[src/rtl/dacif_pkg.sv]
package dacif_pkg;
  // bit positions inside the synchronized strobe vector
  localparam int unsigned SIX_CS   = 0;
  localparam int unsigned SIX_RNW  = 1;
  localparam int unsigned SIX_CLR  = 2;
  localparam int unsigned SIX_LOAD = 3;
  localparam int unsigned STROBE_N = 4;

  // hold length in clock cycles from clock rate and wanted duration
  function automatic int unsigned hold_cycles(input int unsigned clk_mhz,
                                              input int unsigned hold_ns);
    return (clk_mhz * hold_ns) / 1000;
  endfunction
endpackage

[src/rtl/strobe_sync.sv]
module strobe_sync #(
  parameter int unsigned     N       = 4,
  parameter logic [N-1:0]    RST_VAL = '0
) (
  input  logic         clk,
  input  logic         rst_n,
  input  logic [N-1:0] din,
  output logic [N-1:0] dout
);
  for (genvar i = 0; i < N; i++) begin : g_bit
    logic meta_q, safe_q;
    always_ff @(posedge clk or negedge rst_n) begin
      if (!rst_n) begin
        meta_q <= RST_VAL[i];
        safe_q <= RST_VAL[i];
      end else begin
        meta_q <= din[i];
        safe_q <= meta_q;
      end
    end
    assign dout[i] = safe_q;
  end
endmodule

[src/rtl/dac_latches.sv]
module dac_latches #(
  parameter int unsigned W = 16
) (
  input  logic         clk,
  input  logic         rst_n,
  input  logic         wr_en,
  input  logic         ld_en,
  input  logic         clr_en,
  input  logic         clr_mid,
  input  logic [W-1:0] wr_data,
  output logic [W-1:0] in_q,
  output logic [W-1:0] dac_q
);
  localparam logic [W-1:0] MID_CODE  = {1'b1, {(W-1){1'b0}}};
  localparam logic [W-1:0] ZERO_CODE = '0;

  logic [W-1:0] clr_val;
  assign clr_val = clr_mid ? MID_CODE : ZERO_CODE;

  always_ff @(posedge clk or negedge rst_n) begin
    if (!rst_n) begin
      in_q  <= '0;
      dac_q <= '0;
    end else if (clr_en) begin
      in_q  <= clr_val;
      dac_q <= clr_val;
    end else begin
      if (wr_en) in_q  <= wr_data;
      if (ld_en) dac_q <= in_q;
    end
  end

  AST_CLR_ZERO: assert property (@(posedge clk) disable iff (!rst_n)
    (clr_en && !clr_mid) |=> (dac_q == '0 && in_q == '0));
  AST_CLR_MID: assert property (@(posedge clk) disable iff (!rst_n)
    (clr_en && clr_mid) |=> (dac_q == MID_CODE && in_q == MID_CODE));
  AST_DAC_HELD: assert property (@(posedge clk) disable iff (!rst_n)
    (!clr_en && !ld_en) |=> $stable(dac_q));
  AST_INLAT_KEPT: assert property (@(posedge clk) disable iff (!rst_n)
    (!clr_en && !wr_en) |=> $stable(in_q));
  AST_CLR_WINS: assert property (@(posedge clk) disable iff (!rst_n)
    (clr_en && (wr_en || ld_en)) |=> (dac_q == in_q));
endmodule

[src/rtl/hold_timer.sv]
module hold_timer #(
  parameter int unsigned HOLD_CYC = 312
) (
  input  logic clk,
  input  logic rst_n,
  input  logic ld_act,
  output logic hold
);
  localparam int unsigned CW = $clog2(HOLD_CYC + 1);

  logic          prev_act;
  logic          fire;
  logic [CW-1:0] cnt;

  // reset as "already active" so a load tied low never looks like an edge
  always_ff @(posedge clk or negedge rst_n) begin
    if (!rst_n) prev_act <= 1'b1;
    else        prev_act <= ld_act;
  end

  assign fire = ld_act && !prev_act;

  always_ff @(posedge clk or negedge rst_n) begin
    if (!rst_n)          cnt <= '0;
    else if (fire)       cnt <= CW'(HOLD_CYC);
    else if (cnt != '0)  cnt <= cnt - 1'b1;
  end

  assign hold = (cnt != '0);

  AST_HOLD_START: assert property (@(posedge clk) disable iff (!rst_n)
    fire |=> hold);
  AST_HOLD_RELOAD: assert property (@(posedge clk) disable iff (!rst_n)
    fire |=> (cnt == CW'(HOLD_CYC)));
  AST_HOLD_RANGE: assert property (@(posedge clk) disable iff (!rst_n)
    cnt <= CW'(HOLD_CYC));
  AST_NO_EDGE_NO_HOLD: assert property (@(posedge clk) disable iff (!rst_n)
    (!hold && !fire) |=> !hold);
endmodule

[src/rtl/dual_latch_dac_if.sv]
module dual_latch_dac_if
  import dacif_pkg::*;
#(
  parameter int unsigned DATA_W  = 16,
  parameter int unsigned CLK_MHZ = 125,
  parameter int unsigned HOLD_NS = 2500
) (
  input  logic              clk,
  input  logic              rst_n,
  input  logic              cs_n,
  input  logic              rnw,
  input  logic              load_n,
  input  logic              clr_n,
  input  logic [DATA_W-1:0] bus_in,
  output logic [DATA_W-1:0] bus_out,
  output logic              bus_oe,
  output logic [DATA_W-1:0] dac_code,
  output logic              hold_out
);
  localparam int unsigned HOLD_CYC = hold_cycles(CLK_MHZ, HOLD_NS);
  // cs, rnw, clear idle high; load resets low so a tied-low load is quiet
  localparam logic [STROBE_N-1:0] STROBE_RST = 4'b0111;

  logic [STROBE_N-1:0] strobe_raw, strobe_s;
  logic [DATA_W-1:0]   data_s;
  logic [DATA_W-1:0]   in_lat;
  logic                sel, rd, wr, ld, clr;

  assign strobe_raw[SIX_CS]   = cs_n;
  assign strobe_raw[SIX_RNW]  = rnw;
  assign strobe_raw[SIX_CLR]  = clr_n;
  assign strobe_raw[SIX_LOAD] = load_n;

  strobe_sync #(.N(STROBE_N), .RST_VAL(STROBE_RST)) u_strobe_sync (
    .clk(clk), .rst_n(rst_n), .din(strobe_raw), .dout(strobe_s));

  // data goes through the same depth so it lines up with the strobes
  strobe_sync #(.N(DATA_W), .RST_VAL('0)) u_data_sync (
    .clk(clk), .rst_n(rst_n), .din(bus_in), .dout(data_s));

  assign sel = !strobe_s[SIX_CS];
  assign rd  = strobe_s[SIX_RNW];
  assign wr  = sel && !rd;
  assign ld  = !strobe_s[SIX_LOAD];
  assign clr = !strobe_s[SIX_CLR];

  dac_latches #(.W(DATA_W)) u_latches (
    .clk(clk), .rst_n(rst_n), .wr_en(wr), .ld_en(ld), .clr_en(clr),
    .clr_mid(rd), .wr_data(data_s), .in_q(in_lat), .dac_q(dac_code));

  hold_timer #(.HOLD_CYC(HOLD_CYC)) u_hold (
    .clk(clk), .rst_n(rst_n), .ld_act(ld), .hold(hold_out));

  assign bus_oe  = sel && rd;
  assign bus_out = bus_oe ? in_lat : '0;

  AST_RELEASED_BUS: assert property (@(posedge clk) disable iff (!rst_n)
    !bus_oe |-> (bus_out == '0));
  AST_WRITE_LANDS: assert property (@(posedge clk) disable iff (!rst_n)
    (wr && !clr) |=> (in_lat == $past(data_s)));
  AST_RESET_QUIET: assert property (@(posedge clk)
    !rst_n |-> (dac_code == '0 && !hold_out && !bus_oe));
endmodule

[config.mk]
export PLATFORM = sky130hd
export DESIGN_NAME = dual_latch_dac_if
export DESIGN_NICKNAME = d
export VERILOG_FILES = /design/src/rtl/dacif_pkg.sv /design/src/rtl/strobe_sync.sv /design/src/rtl/dac_latches.sv /design/src/rtl/hold_timer.sv /design/src/rtl/dual_latch_dac_if.sv
export SDC_FILE = /design/constraint.sdc
export NUM_CORES = 1
export LEC_CHECK = 0
export ABC_AREA = 1
export BUFFER_PORTS_ARGS = -buffer_cell sky130_fd_sc_hd__buf_2
export CORE_AREA = 2 2 84 86
export DETAILED_ROUTE_END_ITERATION = 12
export DIE_AREA = 0 0 86 88
export HOLD_SLACK_MARGIN = 0.05
export MAX_ROUTING_LAYER = met4
export PLACE_DENSITY = 0.66
export SYNTH_ARGS = -nofsm -noshare
export SYNTH_HDL_FRONTEND = slang
export SYNTH_SLANG_ARGS = --single-unit
[constraint.sdc]
create_clock -name clk -period 2.16 [get_ports clk]
set_clock_uncertainty 0.15 [all_clocks]
set_input_delay 0.108 -clock clk [delete_from_list [all_inputs] [get_ports clk]]
set_output_delay 0.108 -clock clk [all_outputs]
set_load 0.01 [all_outputs]
## Word-level counts from Yosys, hierarchy flattened

Cells that the tools add are included.
W data, S select, Z words.

| word-level totals | value |
|---|---|
| input port bits | 22 |
| register bits after elaboration | 82 |
| word-level logic and storage cells | 64 |
| output and inout bits | 34 |

| operators by class | value |
|---|---|
| muxes and demuxes | 8 |
| equal/unequal tests | 2 |
| reduce and logical (&&, ||, !) cells | 9 |
| add/sub/neg operators | 1 |

Operators by type and width:

| operator | count |
|---|---|
| $mux W16 | 6 |
| $mux W9 | 2 |
| $reduce_bool A9 Y1 | 1 |
| $sub A9 B1 Y9 const B | 1 |
| $logic_not A1 Y1 | 4 |
| $logic_and A1 B1 Y1 | 3 |
| $ne A2 B1 Y1 const B | 1 |
| $ne A2 B2 Y1 const B | 1 |
| $reduce_bool A2 Y1 | 1 |

## Longest topological paths before layout

Gate-level depths: netlist of run 1.

| logic depth | value |
|---|---|
| word-level depth | 4 |
| mapped depth | 8 |
| depth with buffers taken out | 8 |

## Modules after synthesis

From an unflattened synthesis of run 1, not the netlist that was laid out.

| second synthesis, totals | value |
|---|---|
| cells, all modules | 312 |
| area total of the unflattened synthesis | 3328.2 µm² |

Modules (own cells, without submodules):

| module | cells each | times used | sequential area each (µm²) | area an instance (µm²) |
|---|---|---|---|---|
| dac_latches | 141 | 1 | 800.8 | 1380.1 |
| strobe_sync at u_data_sync | 48 | 1 | 800.8 | 920.9 |
| hold_timer | 72 | 1 | 251.5 | 600.6 |
| strobe_sync at u_strobe_sync | 12 | 1 | 207.7 | 237.7 |
| dual_latch_dac_if | 39 | 1 | 0.0 | 188.9 |

## Worst setup path before layout of run 1

No wires, ideal clock.

| path | value |
|---|---|
| path kind | register to output |
| from | register u_strobe_sync.g_bit[1].safe_q |
| to | output bus_out[10] |
| data arrival time | 1.216 ns |
| slack | 0.686 ns |
| data required time | 1.902 ns |
| stages on the path, launching flop included | 6 |
| path buffers | 1 |
| cell sequence | dfstp_2 -> inv_2 -> nor2_1 -> inv_2 -> buf_2 -> nor2_1 |

| on the way | value |
|---|---|
| cells in the longest elaborated chain, start to end | 2 |

RTL lines:

| what | RTL line | text |
|---|---|---|
| from (decl) | strobe_sync.sv:11 | `logic meta_q, safe_q;` |
| from (signal assigned) | strobe_sync.sv:15 | `safe_q <= RST_VAL[i];` |
| from (signal assigned) | strobe_sync.sv:18 | `safe_q <= meta_q;` |
| $logic_and A1 B1 Y1 | dual_latch_dac_if.sv:54 | `assign bus_oe = sel && rd;` |
| via bus_oe | dual_latch_dac_if.sv:16 | `output logic bus_oe,` |
| $mux W16 | dual_latch_dac_if.sv:55 | `assign bus_out = bus_oe ? in_lat : '0;` |
| to (decl) | dual_latch_dac_if.sv:15 | `output logic [DATA_W-1:0] bus_out,` |

The timed path passes the listed nets, and every way through them passes these cells.

## Worst setup path after layout of run 1

| path | value |
|---|---|
| from | register u_hold.cnt[0] |
| to | output hold_out |

| on the way | value |
|---|---|
| cells in the longest elaborated chain, start to end | 1 |

RTL lines:

| what | RTL line | text |
|---|---|---|
| from (decl) | hold_timer.sv:13 | `logic [CW-1:0] cnt;` |
| from (signal assigned) | hold_timer.sv:25 | `else if (fire) cnt <= CW'(HOLD_CYC);` |
| from (signal assigned) | hold_timer.sv:26 | `else if (cnt != '0) cnt <= cnt - 1'b1;` |
| $reduce_bool A9 Y1 | hold_timer.sv:29 | `assign hold = (cnt != '0);` |
| to (decl) | dual_latch_dac_if.sv:18 | `output logic hold_out` |

Every way passes these cells.

==> run_results.csv, run 1 <==
group,metric,value,unit
route,vias,2016,
clock_network,cts_root_buffer,"clkbuf_8",
layout,fillers,576,
route,vias_per_cell,4.70,
clock_network,cts-buffers-inserted,9,
global_routing,grt_pass1_wl,9470,um
pwr,ir_worst_vdd,0.488,mV
synthesis,syn_inst,261,
clock_network,tritoncts,"built",
clock_network,clkTransAtPathRegs,0.08,ns
synthesis,synth_nets,284,
global_routing,grt_max_degree,45,
route,ant_nets,0,
critical_path,cp-startpoint,"u_hold.cnt[0]",
route,drc,0,
sta,rsz0062_at_grt,"false",
synthesis,synth-seq-area-share,70.9,%
critical_path,worstSetupStartpointType,"register",
route,dr.pass1.iters,5,
sta,slew_viol_final,0,
global_routing,grt_pass1_vias,1988,
critical_path,cp_slowest_cell,"dfrtp_1",
outcome,status,"complete, no violations",
critical_path,r2r_slack,0.64,ns
layout,drive_above_1_share,27.5,%
layout,layout_common_cells,"75 x dfrtp_1, 54 x buf_2, 37 x nand2_1",
sta,setup_tns,0,ns
clock_network,htree_levels,3,
pwr,switchingPower,806,uW
pwr,sw_frac_of_total,25.5,%
pwr,power_density,853,nW/um^2
critical_path,ff2ff_path_depth,8,
route,wire_per_inst,13.0,um
critical_path,worstSetupPathType,"reg2out",
placed_design,place_inst,392,
die,die_h,88,um
sta,slew_headroom,61.7,%
global_routing,overflow,0,
synthesis,avgSynthCellArea,11.1,sq um
sta,finalSetupViolCount,0,
route,drtIter0Drc,110,
layout,mostFrequentLayoutCell,"dfrtp_1",
die,initial_core_util,43.7,%
placed_design,dp_hpwl,3580,um
global_routing,antenna_found_initial,0,
placed_design,io_buffers,55,
sta,period_minus_slack,1.84,ns
clock_network,cts.sink_count,82,
synthesis,yosysUniqueCellTypes,24,
pwr,seqPwrFrac,54.3,%
layout,seq_area,2060,sq um
critical_path,critPathMaxStageDelay,0.38,ns
layout,fin_nets,367,
sta,period_share,85.3,%
layout,syn_to_final_growth,27.4,%
pwr,clockPowerShare,35.3,%
critical_path,reg2reg_to,"u_hold.cnt[1]",
critical_path,end_kind,"output pin",
layout,antenna_cells,0,
hold_path,hold_class,"in2async",
critical_path,worstPathCellList,"inv_1 -> ha_1 -> nand2_2 -> nor2_4 -> nand2_4 -> buf_2",
clock_network,worstSkewPairLatency,0.35,ns
die,core_area,6640,sq um
route,drt_wl_total,5560,um
pwr,p_total,3.16,mW
critical_path,cp.required,1.90,ns
clock_network,clockBufferDepth,2,
placed_design,dpl_cell_area,3290,sq um
sta,max_freq,0.543,GHz
pwr,intPower,2.35,mW
die,num_rows,30,
layout,multiInputGateArea,677,sq um
die,ioPinCount,56,
die,die_area,7570,sq um
pwr,leakagePower,1.81,nW
clock_network,postCtsSetupBuffers,0,
layout,stdcell_area,3700,sq um
die,die_x,86,um
job,drv_cap,0,
sta,worst_pin_slew,0.574,ns
critical_path,r2r-start,"u_hold.cnt[0]",
synthesis,yosys_warnings,0,
pwr,combPwrFrac,10.4,%
placed_design,gp_congestion,0.881,
global_routing,globalRouteTotalUtil,17.4,%
sta,final_hold_viol_count,0,
critical_path,worstPathArrival,1.58,ns
layout,layoutNonFillerInstCount,429,
synthesis,ys_ff_latch,82,
synthesis,netlist_area,2910,sq um
critical_path,worstPathMaxFanout,8,
worst max path at each step:
stage	to	slack, ns	depth (start not counted)
2_1_floorplan	bus_out[10]	0.69	5
3_3_place_gp	u_hold.cnt[3]	0.69	7
3_5_place_dp	u_hold.cnt[0]	0.65	8
4_1_cts	hold_out	0.31	6
5_1_grt	bus_out[6]	0.20	5
6_report	hold_out	0.32	6
critical path: cells and delay by family (launching register included):
family / cells / cell delay [ns]
flops: 1 / 0.38
simple gates: 3 / 0.33
fa+ha+maj: 1 / 0.25
buf+inv: 2 / 0.27
through the flow:
step                      utilization [%]  hold slack [ns]  worst slack, ns
after global routing                 55.7            0.204            0.202
after floorplan                         -           -0.338            0.686
final                                55.7            0.141            0.317
after CTS                            55.7            0.161            0.309
after global placement               49.5          0.00397            0.693
after detailed placement             49.5          0.00460            0.653
cell families (layout without fill, tap and decap cells):
kind of cell | after synthesis | in the layout | share of synthesized area, %
and+or+nand+nor | 97 | 97 | 15.1
DFF | 82 | 82 | 70.9
buffers and inverters | 42 | 130 | 5.77
AOI/OAI and AO/OA | 39 | 39 | 7.80
adders and majority gates | 1 | 1 | 0.431
power by group through the flow:
| stage | Clock [mW] | Sequential, mW | Combinational, mW |
|---|---|---|---|
| floorplan | 0 | 1.73 | 0.192 |
| global placement | 0 | 1.74 | 0.295 |
| detailed placement | 0 | 1.74 | 0.304 |
| CTS | 1.15 | 1.71 | 0.334 |
| global route | 1.21 | 1.73 | 0.383 |
| finish | 1.11 | 1.72 | 0.329 |
state kept, by name, summed over array words and instances, names as in the netlist:
signal                      count
u_latches.dac_q                16
u_strobe_sync.g_bit.safe_q      4
u_hold.prev_act                 1
u_hold.cnt                      9
u_data_sync.g_bit.meta_q       16
u_strobe_sync.g_bit.meta_q      4
u_data_sync.g_bit.safe_q       16
u_latches.in_q                 16
per-layer routing:
| layer | vias to the layer above | track usage [%] | share of wire [%] |
|---|---|---|---|
| met4 | 0 | 9.24 | 2.7 |
| met1 | 947 | 22.6 | 47 |
| met2 | 54 | 24.8 | 46 |
| met3 | 14 | 4.81 | 4.6 |
| met5 | - | - | 0 |
| li1 | 1001 | - | - |
Yosys cell counts:
cell type,number,area share [%]
inv_2,6,0.78
o211ai_1,1,0.26
dfstp_2,7,6.3
ha_1,1,0.43
a21oi_1,2,0.34
o21ai_1,18,3.1
nor2_2,3,0.65
nor2_1,27,3.5
nand2_4,1,0.39
nand3b_1,2,0.52
nand2_2,1,0.22
o21bai_1,1,0.26
or2_2,1,0.22
inv_1,27,3.5
clkbuf_1,1,0.13
o311ai_1,1,0.30
o31ai_1,9,2.3
nand2_1,37,4.8
dfrtp_1,75,65
o21ai_0,7,1.2
nor2_4,2,0.78
nand3_1,21,3.6
nand4_1,2,0.43
buf_2,8,1.4
cell type report:
type	count	share of cell area, %
Clock buffer	11	3.82
Clock inverter	5	1.66
Inverter	33	3.35
Multi-Input combinational cell	137	18.3
Sequential cell	82	55.7
Tap cell	80	2.70
Timing Repair Buffer	81	14.5
what timing repair did:
item	CTS	global route
endpoints found under the hold margin	72	0
gates resized for setup	0	0
endpoints found under the setup margin	0	0
hold buffers	21	0
Power figures use the tool's default switching activity.
==> run 2: changes to the inputs <==
--- a/config.mk
+++ b/config.mk
@@ -13,6 +13,8 @@
 export HOLD_SLACK_MARGIN = 0.05
 export MAX_ROUTING_LAYER = met4
 export PLACE_DENSITY = 0.66
+export RECOVER_POWER = 25
+export REMOVE_ABC_BUFFERS = 1
 export SYNTH_ARGS = -nofsm -noshare
 export SYNTH_HDL_FRONTEND = slang
 export SYNTH_SLANG_ARGS = --single-unit
==> run 2 against run 1 <==
Critical path depth did not move. Routed wire length fell by 2.5%. Sequential share of layout area rose by 0.19 points. Global-route usage fell by 0.66 points. Register-to-register slack got worse by 0.19 ns. Power fell by 0.96%. Sequential power barely moved. Cell count fell by 0.23%.
==> run_results.csv, run 2 (synthesis results as in run 1) <==
group,metric,value,unit
layout,mostFrequentLayoutCell,"dfrtp_1",
route,drt_wl_total,5430,um
critical_path,worstPathArrival,1.62,ns
global_routing,grt_pass1_vias,1885,
global_routing,globalRouteTotalUtil,16.7,%
critical_path,worstSetupPathType,"reg2out",
sta,rsz0062_at_grt,"false",
placed_design,dp_hpwl,3600,um
sta,slew_viol_final,0,
pwr,combPwrFrac,10.4,%
pwr,clockPowerShare,34.8,%
sta,slew_headroom,24.4,%
global_routing,grt_max_degree,48,
route,ant_nets,0,
critical_path,end_kind,"output pin",
job,drv_cap,0,
layout,antenna_cells,0,
clock_network,cts-buffers-inserted,9,
route,vias_per_cell,4.70,
die,die_h,88,um
critical_path,cp.required,1.90,ns
sta,max_freq,0.534,GHz
pwr,switchingPower,807,uW
layout,stdcell_area,3690,sq um
critical_path,cp_slowest_cell,"dfrtp_1",
pwr,intPower,2.32,mW
global_routing,overflow,0,
clock_network,cts.sink_count,82,
clock_network,worstSkewPairLatency,0.35,ns
critical_path,worstPathCellList,"inv_1 -> ha_1 -> nand2_2 -> nor2_4 -> nand2_4 -> buf_2",
route,dr.pass1.iters,4,
global_routing,grt_pass1_wl,9160,um
clock_network,clockBufferDepth,2,
route,vias,2010,
outcome,status,"complete, no violations",
pwr,sw_frac_of_total,25.8,%
pwr,seqPwrFrac,54.7,%
critical_path,critPathMaxStageDelay,0.38,ns
pwr,power_density,847,nW/um^2
layout,layout_common_cells,"75 x dfrtp_1, 52 x buf_2, 37 x nand2_1",
clock_network,cts_root_buffer,"clkbuf_8",
placed_design,gp_congestion,0.798,
sta,period_minus_slack,1.87,ns
die,core_area,6640,sq um
route,drc,0,
sta,final_hold_viol_count,0,
sta,hold_ws,0.195,ns
layout,fin_nets,366,
placed_design,dpl_cell_area,3280,sq um
clock_network,clkTransAtPathRegs,0.09,ns
die,initial_core_util,43.7,%
route,drtIter0Drc,64,
sta,worst_pin_slew,1.13,ns
layout,syn_to_final_growth,27.0,%
route,wire_per_inst,12.7,um
clock_network,postCtsSetupBuffers,0,
critical_path,worstSetupStartpointType,"register",
die,die_area,7570,sq um
die,ioPinCount,56,
clock_network,htree_levels,3,
placed_design,io_buffers,55,
pwr,ir_worst_vdd,0.488,mV
hold_path,hold_class,"reg2reg",
layout,drive_above_1_share,27.3,%
die,die_x,86,um
critical_path,worstPathMaxFanout,8,
sta,finalSetupViolCount,0,
global_routing,antenna_found_initial,0,
pwr,leakagePower,1.80,nW
clock_network,tritoncts,"built",
die,num_rows,30,
sta,period_share,86.7,%
sta,setup_tns,0,ns
run 2: cell count changes in the layout (fill, tap and decap cells not counted), sizes merged:
cell | previous run | this run
clkinv | 3 | 4
clkbuf | 11 | 12
clkinvlp | 0 | 1
buf | 60 | 56
run 2: metrics by stage:
| step | setup WS (ns) | cells | power, mW | util, % |
|---|---|---|---|---|
| floorplan | 0.464 | 252 | 1.91 | - |
| global placement | 0.513 | 391 | 2.03 | 49.4 |
| detailed placement | 0.447 | 391 | 2.05 | 49.4 |
| CTS | 0.253 | 428 | 3.17 | 55.6 |
| global route | 0.174 | 428 | 3.31 | 55.5 |
| finish | 0.287 | 428 | 3.13 | 55.5 |
run 2: power groups by stage:
stage          clock (mW)  combinational (mW)  sequential [mW]
2_1_floorplan           0               0.179             1.74
3_3_place_gp            0               0.293             1.74
3_5_place_dp            0               0.303             1.74
4_1_cts              1.13               0.333             1.71
5_1_grt              1.21               0.379             1.73
6_report             1.09               0.326             1.71
run 2: timing repair:
item	in CTS	in global routing
hold buffers	21	0
gates resized for setup	0	0
hold endpoints to repair	97	0
run 2: layout make-up:
cell class,count,area [sq um]
multi-input combinational,137,677
clock inverter,7,77.6
timing repair buffer,80,527
fill,580,2950
tap,80,100
inverter,33,124
sequential,82,2060
clock buffer,9,124
run 2: worst paths after layout:
check | startpoint | to | slack (ns) | cells past startpoint
worst min-delay path | u_data_sync.g_bit[6].meta_q | u_data_sync.g_bit[6].safe_q | 0.19 | 0
worst min register to register | u_data_sync.g_bit[6].meta_q | u_data_sync.g_bit[6].safe_q | 0.19 | 0
max in group asynchronous | rst_n | u_strobe_sync.g_bit[1].safe_q | 0.66 | 3
worst max-delay path | u_hold.cnt[0] | hold_out | 0.29 | 6
worst max register to register | u_strobe_sync.g_bit[1].safe_q | u_latches.in_q[11] | 0.45 | 4
min in group asynchronous | rst_n | u_hold.cnt[1] | 0.37 | 2
run 2: critical path, delay by kind of cell, from the launching register on:
family / cells / cell delay (ns)
flops: 1 / 0.38
simple gates: 3 / 0.35
fa+ha+maj: 1 / 0.28
buf+inv: 2 / 0.26
run 2: metal layers:
| metal | GRT usage [%] | vias to the layer above | share of wire, % |
|---|---|---|---|
| met2 | 23.9 | 56 | 47 |
| li1 | - | 999 | - |
| met5 | - | - | 0 |
| met3 | 3.68 | 5 | 5.3 |
| met1 | 22.1 | 950 | 46 |
| met4 | 9.52 | 0 | 1.2 |
==> run 3: changes to the inputs <==
--- a/config.mk
+++ b/config.mk
@@ -6,7 +6,7 @@
 export NUM_CORES = 1
 export LEC_CHECK = 0
 export ABC_AREA = 1
-export BUFFER_PORTS_ARGS = -buffer_cell sky130_fd_sc_hd__buf_2
+export BUFFER_PORTS_ARGS = -buffer_cell sky130_fd_sc_hd__clkbuf_2
 export CORE_AREA = 2 2 84 86
 export DETAILED_ROUTE_END_ITERATION = 12
 export DIE_AREA = 0 0 86 88
==> run 3 against run 2 <==
First-iteration DRC count rose by 84%. Register-to-register slack better by 0.04 ns. Non-clock buffer count stayed put. Power down 3.4%. Sequential power hardly changed. Flip-flop and latch count unchanged. Largest cell class unchanged.
==> run_results.csv, run 3 (synthesis results as in run 1) <==
group,metric,value,unit
placed_design,dp_hpwl,3670,um
clock_network,worstSkewPairLatency,0.34,ns
critical_path,cp_slowest_cell,"dfstp_2",
pwr,p_total,3.02,mW
pwr,clockPowerShare,32.5,%
clock_network,cts-buffers-inserted,9,
die,initial_core_util,43.7,%
pwr,seqPwrFrac,56.9,%
placed_design,io_buffers,55,
pwr,power_density,824,nW/um^2
placed_design,dpl_cell_area,3280,sq um
global_routing,globalRouteTotalUtil,16.8,%
route,drt_wl_total,5460,um
layout,fin_nets,366,
route,dr.pass1.iters,4,
critical_path,end_kind,"output pin",
global_routing,grt_max_degree,54,
layout,final_util,55.2,%
route,vias,2030,
global_routing,grt_pass1_wl,9230,um
layout,layout_common_cells,"75 x dfrtp_1, 53 x clkbuf_2, 37 x nand2_1",
global_routing,grt_pass1_vias,1939,
global_routing,busiest_layer,"met2",
global_routing,use_met2,25.2,%
sta,rsz0062_at_grt,"false",
sta,worst_pin_slew,0.761,ns
sta,layout_setup_ws,0.295,ns
clock_network,postCtsSetupBuffers,0,
pwr,leakagePower,1.76,nW
placed_design,gp_congestion,0.825,
die,die_x,86,um
pwr,sw_frac_of_total,26.3,%
clock_network,clockBufferDepth,2,
pwr,intPower,2.23,mW
sta,period_minus_slack,1.86,ns
critical_path,crit_buf_inv,3,
sta,slew_viol_final,0,
sta,hold_ws,0.194,ns
layout,layoutNonFillerInstCount,428,
global_routing,use_met3,3.20,%
global_routing,grtUsageMet1,21.7,%
pwr,combPwrFrac,10.7,%
route,vias_per_cell,4.74,
clock_network,cts_root_buffer,"clkbuf_8",
route,wire_per_inst,12.8,um
die,core_area,6640,sq um
die,ioPinCount,56,
critical_path,crit_family,"flip-flops",
clock_network,cts.sink_count,82,
layout,syn_to_final_growth,26.1,%
route,ant_nets,0,
sta,period_share,86.3,%
pwr,ir_worst_vdd,0.471,mV
critical_path,worstPathCellList,"inv_2 -> nor2_1 -> inv_2 -> nor2_1 -> clkbuf_2",
route,drc,0,
die,num_rows,30,
clock_network,htree_levels,3,
critical_path,worstSetupStartpointType,"register",
placed_design,detailedPlace.worstSlack,0.516,ns
outcome,status,"complete, no violations",
layout,stdcell_area,3660,sq um
critical_path,worstPathArrival,1.61,ns
global_routing,antenna_found_initial,0,
layout,drive_above_1_share,27.0,%
sta,max_freq,0.536,GHz
placed_design,place_inst,391,
job,drv_cap,0,
critical_path,worstSetupPathType,"reg2out",
global_routing,overflow,0,
critical_path,worstPathMaxFanout,16,
clock_network,tritoncts,"built",
die,die_area,7570,sq um
hold_path,hold_class,"reg2reg",
route,drtIter0Drc,118,
layout,antenna_cells,0,
critical_path,cp.required,1.90,ns
sta,setup_tns,0,ns
layout,mostFrequentLayoutCell,"dfrtp_1",
sta,slew_headroom,49.3,%
die,die_h,88,um
pwr,switchingPower,795,uW
sta,finalSetupViolCount,0,
sta,final_hold_viol_count,0,
clock_network,clkTransAtPathRegs,0.08,ns
critical_path,critPathMaxStageDelay,0.56,ns
[run 3: cell count changes in the layout (fill, tap and decap cells not counted)]
cell       change
buf_2         -52
clkbuf_2      +51
clkinv_2       +2
clkinv_4       -2
bufinv_16      -1
clkbuf_1       +1
clkbuf_8       +1
[run 3: per-layer routing]
metal / up-vias / part of all wire [%]
met5: - / 0
li1: 1003 / -
met3: 11 / 3.8
met2: 52 / 47
met1: 964 / 46
met4: 0 / 2.4
[run 3: repair_timing]
action                                 4_1_cts  5_1_grt
hold buffers                                21        0
endpoints found under the hold margin       95        0
gates resized for setup                      0        0
[run 3: power groups by stage]
stage                     logic (mW)  registers, mW  clock network [mW]
after floorplan                0.179           1.74                   0
after global placement         0.291           1.74                   0
after detailed placement       0.300           1.74                   0
after CTS                      0.330           1.72                1.02
after global routing           0.374           1.73                1.09
final                          0.322           1.72               0.981
[run 3: worst reg2reg max path: stages, from the launching register on]
cell	delay [ns]
dfstp_2	0.39
nor2_1	0.52
buf_4	0.31
nand3_1	0.12
o21ai_1	0.11
[run 3: final cells by class]
cell class / instances / area [sq um]
multi-input cells: 137 / 677
clock inverters: 6 / 40.0
clock buffers: 10 / 138
flip-flops and latches: 82 / 2060
repair buffers: 80 / 526
well taps: 80 / 100
inverters: 33 / 124
fillers: 569 / 2980
[run 3: worst paths after layout]
check	startpoint	end	slack, ns	cells after the start
max	u_strobe_sync.g_bit[1].safe_q	bus_out[5]	0.30	5
min	u_strobe_sync.g_bit[3].meta_q	u_strobe_sync.g_bit[3].safe_q	0.19	0
max reg2reg	u_strobe_sync.g_bit[1].safe_q	u_latches.in_q[10]	0.49	4
min reg2reg	u_strobe_sync.g_bit[3].meta_q	u_strobe_sync.g_bit[3].safe_q	0.19	0
max in group asynchronous	rst_n	u_hold.prev_act	0.86	3
min in group asynchronous	rst_n	u_hold.cnt[5]	0.23	2
